### config.mk
export PLATFORM = sky130hd
export DESIGN_NAME = rx_addr_uart
export DESIGN_NICKNAME = d
export VERILOG_FILES = /design/src/rtl/rx_addr_pkg.sv /design/src/rtl/rx_deser.sv /design/src/rtl/rx_addr_gate.sv /design/src/rtl/rx_store.sv /design/src/rtl/rx_addr_uart.sv
export SDC_FILE = /design/constraint.sdc
export NUM_CORES = 1
export LEC_CHECK = 0
export CAP_MARGIN = 20
export CORE_MARGIN = 2
export CORE_UTILIZATION = 30
export CTS_BUF_LIST = sky130_fd_sc_hd__clkbuf_2
export DETAILED_ROUTE_END_ITERATION = 10
export PLACE_DENSITY = 0.44
export REMOVE_ABC_BUFFERS = 1
export SETUP_SLACK_MARGIN = 0.02
export SYNTH_ARGS = -nofsm -noshare
export SYNTH_HDL_FRONTEND = slang
export SYNTH_HIERARCHICAL = 1
export SYNTH_SLANG_ARGS = --single-unit
### constraint.sdc
create_clock -name clk -period 3.25 [get_ports clk]
set_input_delay 0.4875 -clock clk [delete_from_list [all_inputs] [get_ports clk]]
set_output_delay 0.4875 -clock clk [all_outputs]
set_load 0.05 [all_outputs]
### src/rtl/rx_addr_pkg.sv
// Package: shared entry type and threshold decode for the receiver.
// Assumes 8-bit data; the ninth bit only travels as a flag.
package rx_addr_pkg;
    localparam int DATA_W = 8;

    typedef struct packed {
        logic              is_addr;
        logic              ferr;
        logic [DATA_W-1:0] data;
    } rx_entry_t;

    typedef enum logic [1:0] {
        ST_IDLE,
        ST_START,
        ST_DATA,
        ST_STOP
    } rx_state_t;

    // Map the 2-bit threshold select onto a stored-entry count.
    function automatic int unsigned trig_level(input logic [1:0] sel);
        case (sel)
            2'd0:    return 1;
            2'd1:    return 4;
            2'd2:    return 8;
            default: return 14;
        endcase
    endfunction
endpackage

### src/rtl/rx_deser.sv
// Module: oversampled frame deserializer.
// Detects a falling edge on the synchronized line, confirms it in the middle
// of the start bit, then samples each data bit and the stop bit once per OSR
// ticks. Emits a one-cycle frame strobe with data (ninth bit at index DW) and
// a framing-error flag. Assumes the line is already synchronized.
module rx_deser
    import rx_addr_pkg::*;
#(
    parameter int OSR = 16,
    parameter int DW  = 8
) (
    input  logic        clk,
    input  logic        rst_n,
    input  logic        rxd_s,
    input  logic        tick,
    input  logic        nine_bit,
    output logic        frm_valid,
    output logic [DW:0] frm_data,
    output logic        frm_ferr
);
    localparam int CW = $clog2(OSR);
    localparam int BW = $clog2(DW + 1);
    localparam logic [CW-1:0] CNT_MID  = CW'(OSR / 2 - 2);
    localparam logic [CW-1:0] CNT_LAST = CW'(OSR - 1);

    rx_state_t     st;
    logic [CW-1:0] cnt;
    logic [BW-1:0] bit_idx;
    logic [DW:0]   shreg;
    logic [BW-1:0] last_idx;

    // Index of the final data bit for the selected frame length.
    always_comb last_idx = nine_bit ? BW'(DW) : BW'(DW - 1);

    // Frame sequencer: start validation, data sampling, stop check.
    always_ff @(posedge clk) begin
        if (!rst_n) begin
            st        <= ST_IDLE;
            cnt       <= '0;
            bit_idx   <= '0;
            shreg     <= '0;
            frm_valid <= 1'b0;
            frm_data  <= '0;
            frm_ferr  <= 1'b0;
        end else begin
            frm_valid <= 1'b0;
            if (tick) begin
                case (st)
                    ST_IDLE: begin
                        if (!rxd_s) begin
                            st  <= ST_START;
                            cnt <= '0;
                        end
                    end
                    ST_START: begin
                        if (cnt == CNT_MID) begin
                            if (!rxd_s) begin
                                st      <= ST_DATA;
                                cnt     <= '0;
                                bit_idx <= '0;
                                shreg   <= '0;
                            end else begin
                                st <= ST_IDLE;
                            end
                        end else begin
                            cnt <= cnt + 1'b1;
                        end
                    end
                    ST_DATA: begin
                        if (cnt == CNT_LAST) begin
                            cnt            <= '0;
                            shreg[bit_idx] <= rxd_s;
                            if (bit_idx == last_idx) st <= ST_STOP;
                            else                     bit_idx <= bit_idx + 1'b1;
                        end else begin
                            cnt <= cnt + 1'b1;
                        end
                    end
                    default: begin
                        if (cnt == CNT_LAST) begin
                            frm_valid <= 1'b1;
                            frm_data  <= shreg;
                            frm_ferr  <= !rxd_s;
                            st        <= ST_IDLE;
                            cnt       <= '0;
                        end else begin
                            cnt <= cnt + 1'b1;
                        end
                    end
                endcase
            end
        end
    end
endmodule

### src/rtl/rx_addr_gate.sv
// Module: multidrop address filter.
// Decides per completed frame whether it enters the store. In automatic mode
// it keeps a "selected" state that a matching address sets and a different
// address clears; address frames themselves are not stored.
module rx_addr_gate
    import rx_addr_pkg::*;
#(
    parameter int DW = 8
) (
    input  logic          clk,
    input  logic          rst_n,
    input  logic          frm_valid,
    input  logic [DW:0]   frm_data,
    input  logic          frm_ferr,
    input  logic          nine_bit,
    input  logic          auto_addr,
    input  logic [DW-1:0] station,
    output logic          push,
    output rx_entry_t     push_entry
);
    logic selected;
    logic is_addr;

    // Ninth bit counts only when 9-bit frames are in use.
    always_comb is_addr = nine_bit && frm_data[DW];

    // Store decision and entry formation for the current frame.
    always_comb begin
        push_entry.data    = frm_data[DW-1:0];
        push_entry.ferr    = frm_ferr;
        push_entry.is_addr = is_addr;
        push               = 1'b0;
        if (frm_valid) begin
            if (!nine_bit || !auto_addr) push = 1'b1;
            else if (!is_addr)           push = selected;
        end
    end

    // Track whether the last address frame named this station.
    always_ff @(posedge clk) begin
        if (!rst_n) begin
            selected <= 1'b0;
        end else if (frm_valid && is_addr && auto_addr) begin
            selected <= (frm_data[DW-1:0] == station);
        end
    end
endmodule

### src/rtl/rx_store.sv
// Module: receive queue with threshold request and overrun flag.
// Capacity is DEPTH entries, or one entry in holding-register mode. A change
// of the mode input empties it. The head entry is shown combinationally.
module rx_store
    import rx_addr_pkg::*;
#(
    parameter int DEPTH = 16
) (
    input  logic                       clk,
    input  logic                       rst_n,
    input  logic                       fifo_en,
    input  logic [1:0]                 trig_sel,
    input  logic                       push,
    input  rx_entry_t                  push_entry,
    input  logic                       pop,
    input  logic                       status_rd,
    output rx_entry_t                  head,
    output logic [$clog2(DEPTH+1)-1:0] fill,
    output logic                       flush,
    output logic                       data_ready,
    output logic                       trig_irq,
    output logic                       overrun
);
    localparam int AW = $clog2(DEPTH);
    localparam int CW = $clog2(DEPTH + 1);
    localparam logic [AW-1:0] PTR_LAST = AW'(DEPTH - 1);

    rx_entry_t     mem [DEPTH];
    logic [AW-1:0] wr_ptr, rd_ptr;
    logic          en_q;
    logic [CW-1:0] cap, thr;
    logic          full, do_push, do_pop;

    // Capacity, threshold and handshake qualification.
    always_comb begin
        flush      = (en_q != fifo_en);
        cap        = fifo_en ? CW'(DEPTH) : CW'(1);
        thr        = fifo_en ? CW'(trig_level(trig_sel)) : CW'(1);
        full       = (fill >= cap);
        do_push    = push && !full && !flush;
        do_pop     = pop && (fill != '0) && !flush;
        data_ready = (fill != '0);
        trig_irq   = (fill >= thr);
        head       = mem[rd_ptr];
    end

    // Entry storage; written only on an accepted push.
    always_ff @(posedge clk) begin
        if (do_push) mem[wr_ptr] <= push_entry;
    end

    // Pointers, fill count and mode tracking.
    always_ff @(posedge clk) begin
        if (!rst_n) begin
            wr_ptr <= '0;
            rd_ptr <= '0;
            fill   <= '0;
            en_q   <= 1'b1;
        end else begin
            en_q <= fifo_en;
            if (flush) begin
                wr_ptr <= '0;
                rd_ptr <= '0;
                fill   <= '0;
            end else begin
                if (do_push) wr_ptr <= (wr_ptr == PTR_LAST) ? '0 : wr_ptr + 1'b1;
                if (do_pop)  rd_ptr <= (rd_ptr == PTR_LAST) ? '0 : rd_ptr + 1'b1;
                if (do_push && !do_pop)      fill <= fill + 1'b1;
                else if (do_pop && !do_push) fill <= fill - 1'b1;
            end
        end
    end

    // Sticky lost-frame flag; a new loss wins over a clear in the same cycle.
    always_ff @(posedge clk) begin
        if (!rst_n)                      overrun <= 1'b0;
        else if (push && full && !flush) overrun <= 1'b1;
        else if (status_rd)              overrun <= 1'b0;
    end
endmodule

### src/rtl/rx_addr_uart.sv
// Module: top of the receive path.
// Synchronizes the line, deserializes frames, filters them by address and
// queues them. Assumes baud_tick is a single-cycle strobe at OSR times the
// bit rate and that configuration changes only between frames.
module rx_addr_uart
    import rx_addr_pkg::*;
#(
    parameter int DEPTH = 16,
    parameter int OSR   = 16
) (
    input  logic              clk,
    input  logic              rst_n,
    input  logic              rxd,
    input  logic              baud_tick,
    input  logic              cfg_fifo_en,
    input  logic [1:0]        cfg_trig_sel,
    input  logic              cfg_nine_bit,
    input  logic              cfg_auto_addr,
    input  logic [DATA_W-1:0] cfg_station,
    input  logic              rd_pop,
    input  logic              status_rd,
    output logic [DATA_W-1:0] rd_data,
    output logic              rd_frame_err,
    output logic              rd_addr_flag,
    output logic              data_ready,
    output logic              trig_irq,
    output logic              overrun
);
    localparam int CW = $clog2(DEPTH + 1);

    logic [1:0]        sync_q;
    logic              frm_valid;
    logic [DATA_W:0]   frm_data;
    logic              frm_ferr;
    logic              push;
    rx_entry_t         push_entry;
    rx_entry_t         head;
    logic [CW-1:0]     fill_cnt;
    logic              flush;

    // Two-stage synchronizer; resets to the idle-high line level.
    always_ff @(posedge clk) begin
        if (!rst_n) sync_q <= 2'b11;
        else        sync_q <= {sync_q[0], rxd};
    end

    rx_deser #(.OSR(OSR), .DW(DATA_W)) deser_i (
        .clk       (clk),
        .rst_n     (rst_n),
        .rxd_s     (sync_q[1]),
        .tick      (baud_tick),
        .nine_bit  (cfg_nine_bit),
        .frm_valid (frm_valid),
        .frm_data  (frm_data),
        .frm_ferr  (frm_ferr)
    );

    rx_addr_gate #(.DW(DATA_W)) gate_i (
        .clk        (clk),
        .rst_n      (rst_n),
        .frm_valid  (frm_valid),
        .frm_data   (frm_data),
        .frm_ferr   (frm_ferr),
        .nine_bit   (cfg_nine_bit),
        .auto_addr  (cfg_auto_addr),
        .station    (cfg_station),
        .push       (push),
        .push_entry (push_entry)
    );

    rx_store #(.DEPTH(DEPTH)) store_i (
        .clk        (clk),
        .rst_n      (rst_n),
        .fifo_en    (cfg_fifo_en),
        .trig_sel   (cfg_trig_sel),
        .push       (push),
        .push_entry (push_entry),
        .pop        (rd_pop),
        .status_rd  (status_rd),
        .head       (head),
        .fill       (fill_cnt),
        .flush      (flush),
        .data_ready (data_ready),
        .trig_irq   (trig_irq),
        .overrun    (overrun)
    );

    // Present the head entry fields on the read port.
    always_comb begin
        rd_data      = head.data;
        rd_frame_err = head.ferr;
        rd_addr_flag = head.is_addr;
    end
endmodule

==> results.cfg <==
[layout]
drive_gt1_share_pct = 28.8
final_cell_area_sq_um = 10900
syn_to_final_growth_pct = 18.0
finalNonFillerCells = 1176
nNetsFinal = 782

[die]
rows = 64
coreArea_sq_um = 30500
die_w_microns = 180
io_pins = 32
fp.dieH_microns = 180
start_util_pct = 30.4
die-area_sq_um = 32300

[worst_setup_path]
regToRegEndpoint = store_i/fill[3]$_SDFFE_PP0P_
crit_family = multiplexers
critPathSlowestCell = mux4_2
cp.depth = 6
max_stage_delay_ns = 0.53
r2r_cells = 13
endpoint = rd_data[2]
setup.worst_path.start_class = register
end_kind = output pin
worst_r2r_startpoint = store_i/fill[0]$_SDFFE_PP0P_
path_buf_inv = 3
critical_path.cell_chain = buf_12, buf_16, mux4_2, a22oi_2, nand2_1, buf_6
crit_fanout = 9
reg2reg_slack_ns = 0.41
crit_type = reg -> out
crit_arrival_ns = 2.57
critPathRequiredTime_ns = 2.76

[timing]
max_slew_margin_pct = 48.9
maxSlewViolCount = 0
tightest_slew_ns = 0.766
fin_skew_ns = 0.0700
whs_ns = 0.252
fmaxAchievable_mhz = 327
finalCriticalPeriod_ns = 3.06
period_share_pct = 94.0
setup_viol = 0
hold_viol = 0
rsz0062_at_grt = yes

[clocking]
cts_sinks = 212
clk_pin_slew_ns = 0.09
cts_tree = built
numCtsBuffers = 55
ctsHoldBuffers = 0
cts_max_level = 2
clk_path_buf_depth = 3
insertion_delay_ns = 0.86
root_buffer = clkbuf_2

[synth]
mappedNetlistArea_sq_um = 9270
ys_warn_count = 6
synth_area_per_cell_sq_um = 14.6
syn_inst = 637

[min_path]
hold_depth = 2
hold_class = in -> reg

[routing]
drcViolationCount = 0
firstDrtPassIters = 5
first_iter_violations = 416
antenna_left = 0
viasPerCell = 5.00
wl_microns = 21600
via_count = 5880
wl_per_cell_microns = 18.4

[grt]
grt_pass1_wl_microns = 34300
grtUsageTotal_pct = 13.4
grt_max_degree = 23
gr-total-overflow = 0
antenna_found_initial = 1
grt_pass1_vias = 6155

[power_and_ir_drop]
ir_drop_mv = 0.253
powerDensity_nw_per_um2 = 461
power_leakage_nw = 3.95

[placement]
gp_congestion = 0.793
dp_hpwl_microns = 14300
dp_cells = 1062
io_buffers = 31
placed_area_sq_um = 10200

[flow_run]
cap_violations = 0

[status]
status = finished, final reports clean
==> timing repair <==
action / 4_1_cts / 5_1_grt
gates cloned: 1 / 2
buffers inserted: 4 / 7
resized for setup: 33 / 12
endpoints found under the setup margin: 12 / 11
pin swaps: 2 / 6
hold endpoints to repair: 0 / 0
==> layout make-up <==
| class | count | area, sq um |
|---|---|---|
| multi-input cells | 357 | 3170 |
| clock buffers | 82 | 410 |
| flip-flops and latches | 212 | 5860 |
| clock inverters | 18 | 161 |
| repair buffers | 81 | 742 |
| fillers | 2976 | 19600 |
| diodes | 1 | 2.50 |
| well taps | 396 | 495 |
| inverters | 29 | 109 |
==> cell usage in the layout, fill, tap and decap left out, types with 4 or more instances in the layout <==
cell type and instances:
a21o_1 4, a21oi_1 26, a22oi_1 10, a22oi_2 11
a32o_1 8, and2_1 9, and3_1 11, buf_2 4
buf_4 48, buf_6 4, clkbuf_2 82, clkdlybuf4s50_1 19
clkinv_1 9, clkinv_2 4, dfxtp_1 49, edfxtp_1 160
ha_1 26, inv_1 28, mux4_2 40, nand2_1 49
nand2b_1 9, nand3_1 21, nand4_1 7, nor2_1 16
nor2b_1 5, nor3_1 5, o21ai_0 17, or3_1 4
xnor2_1 8
==> registers in the layout (all words and copies together) (netlist names), 2 cells and up, named ones only <==
register,flops
store_i/mem,160
deser_i/st,2
deser_i/cnt,4
deser_i/shreg,9
store_i/wr_ptr,4
store_i/rd_ptr,4
sync_q,2
deser_i/bit_idx,4
deser_i/frm_data,9
store_i/fill,5
==> layer usage <==
metal / global-route usage (%) / vias to the layer above / wire [microns]
li1: - / 2715 / -
met4: 4.23 / 0 / 394
met1: 18.0 / 2960 / 9810
met2: 21.6 / 161 / 10300
met3: 3.12 / 44 / 1100
met5: 0 / - / 0
==> power by group <==
group	switching, mW	internal, mW	leakage (nW)
logic	0.0738	0.0603	1.42
clock network	1.11	0.926	0.421
registers	0.00716	2.87	2.11
==> through the flow <==
step | setup WS, ns | utilization [%] | total power, mW | TNS (ns)
floorplan | -0.143 | - | 3.01 | -1.42
global placement | -0.111 | 33.3 | 3.07 | -0.130
detailed placement | -0.157 | 33.3 | 3.08 | -0.230
CTS | 0.0216 | 35.6 | 5.15 | 0
global route | -0.0170 | 35.9 | 5.29 | -0.0170
finish | 0.195 | 35.9 | 5.04 | 0
==> worst min path at each step <==
stage	from	endpoint	slack, ns
finish	rxd	sync_q[0]$_SDFF_PN1_	0.25
global route	rxd	sync_q[0]$_SDFF_PN1_	0.17
CTS	rxd	sync_q[0]$_SDFF_PN1_	0.15
detailed placement	sync_q[0]$_SDFF_PN1_	sync_q[1]$_SDFF_PN1_	0.40
global placement	sync_q[0]$_SDFF_PN1_	sync_q[1]$_SDFF_PN1_	0.39
floorplan	sync_q[0]$_SDFF_PN1_	sync_q[1]$_SDFF_PN1_	0.39
(Power assumes the default switching activity.)
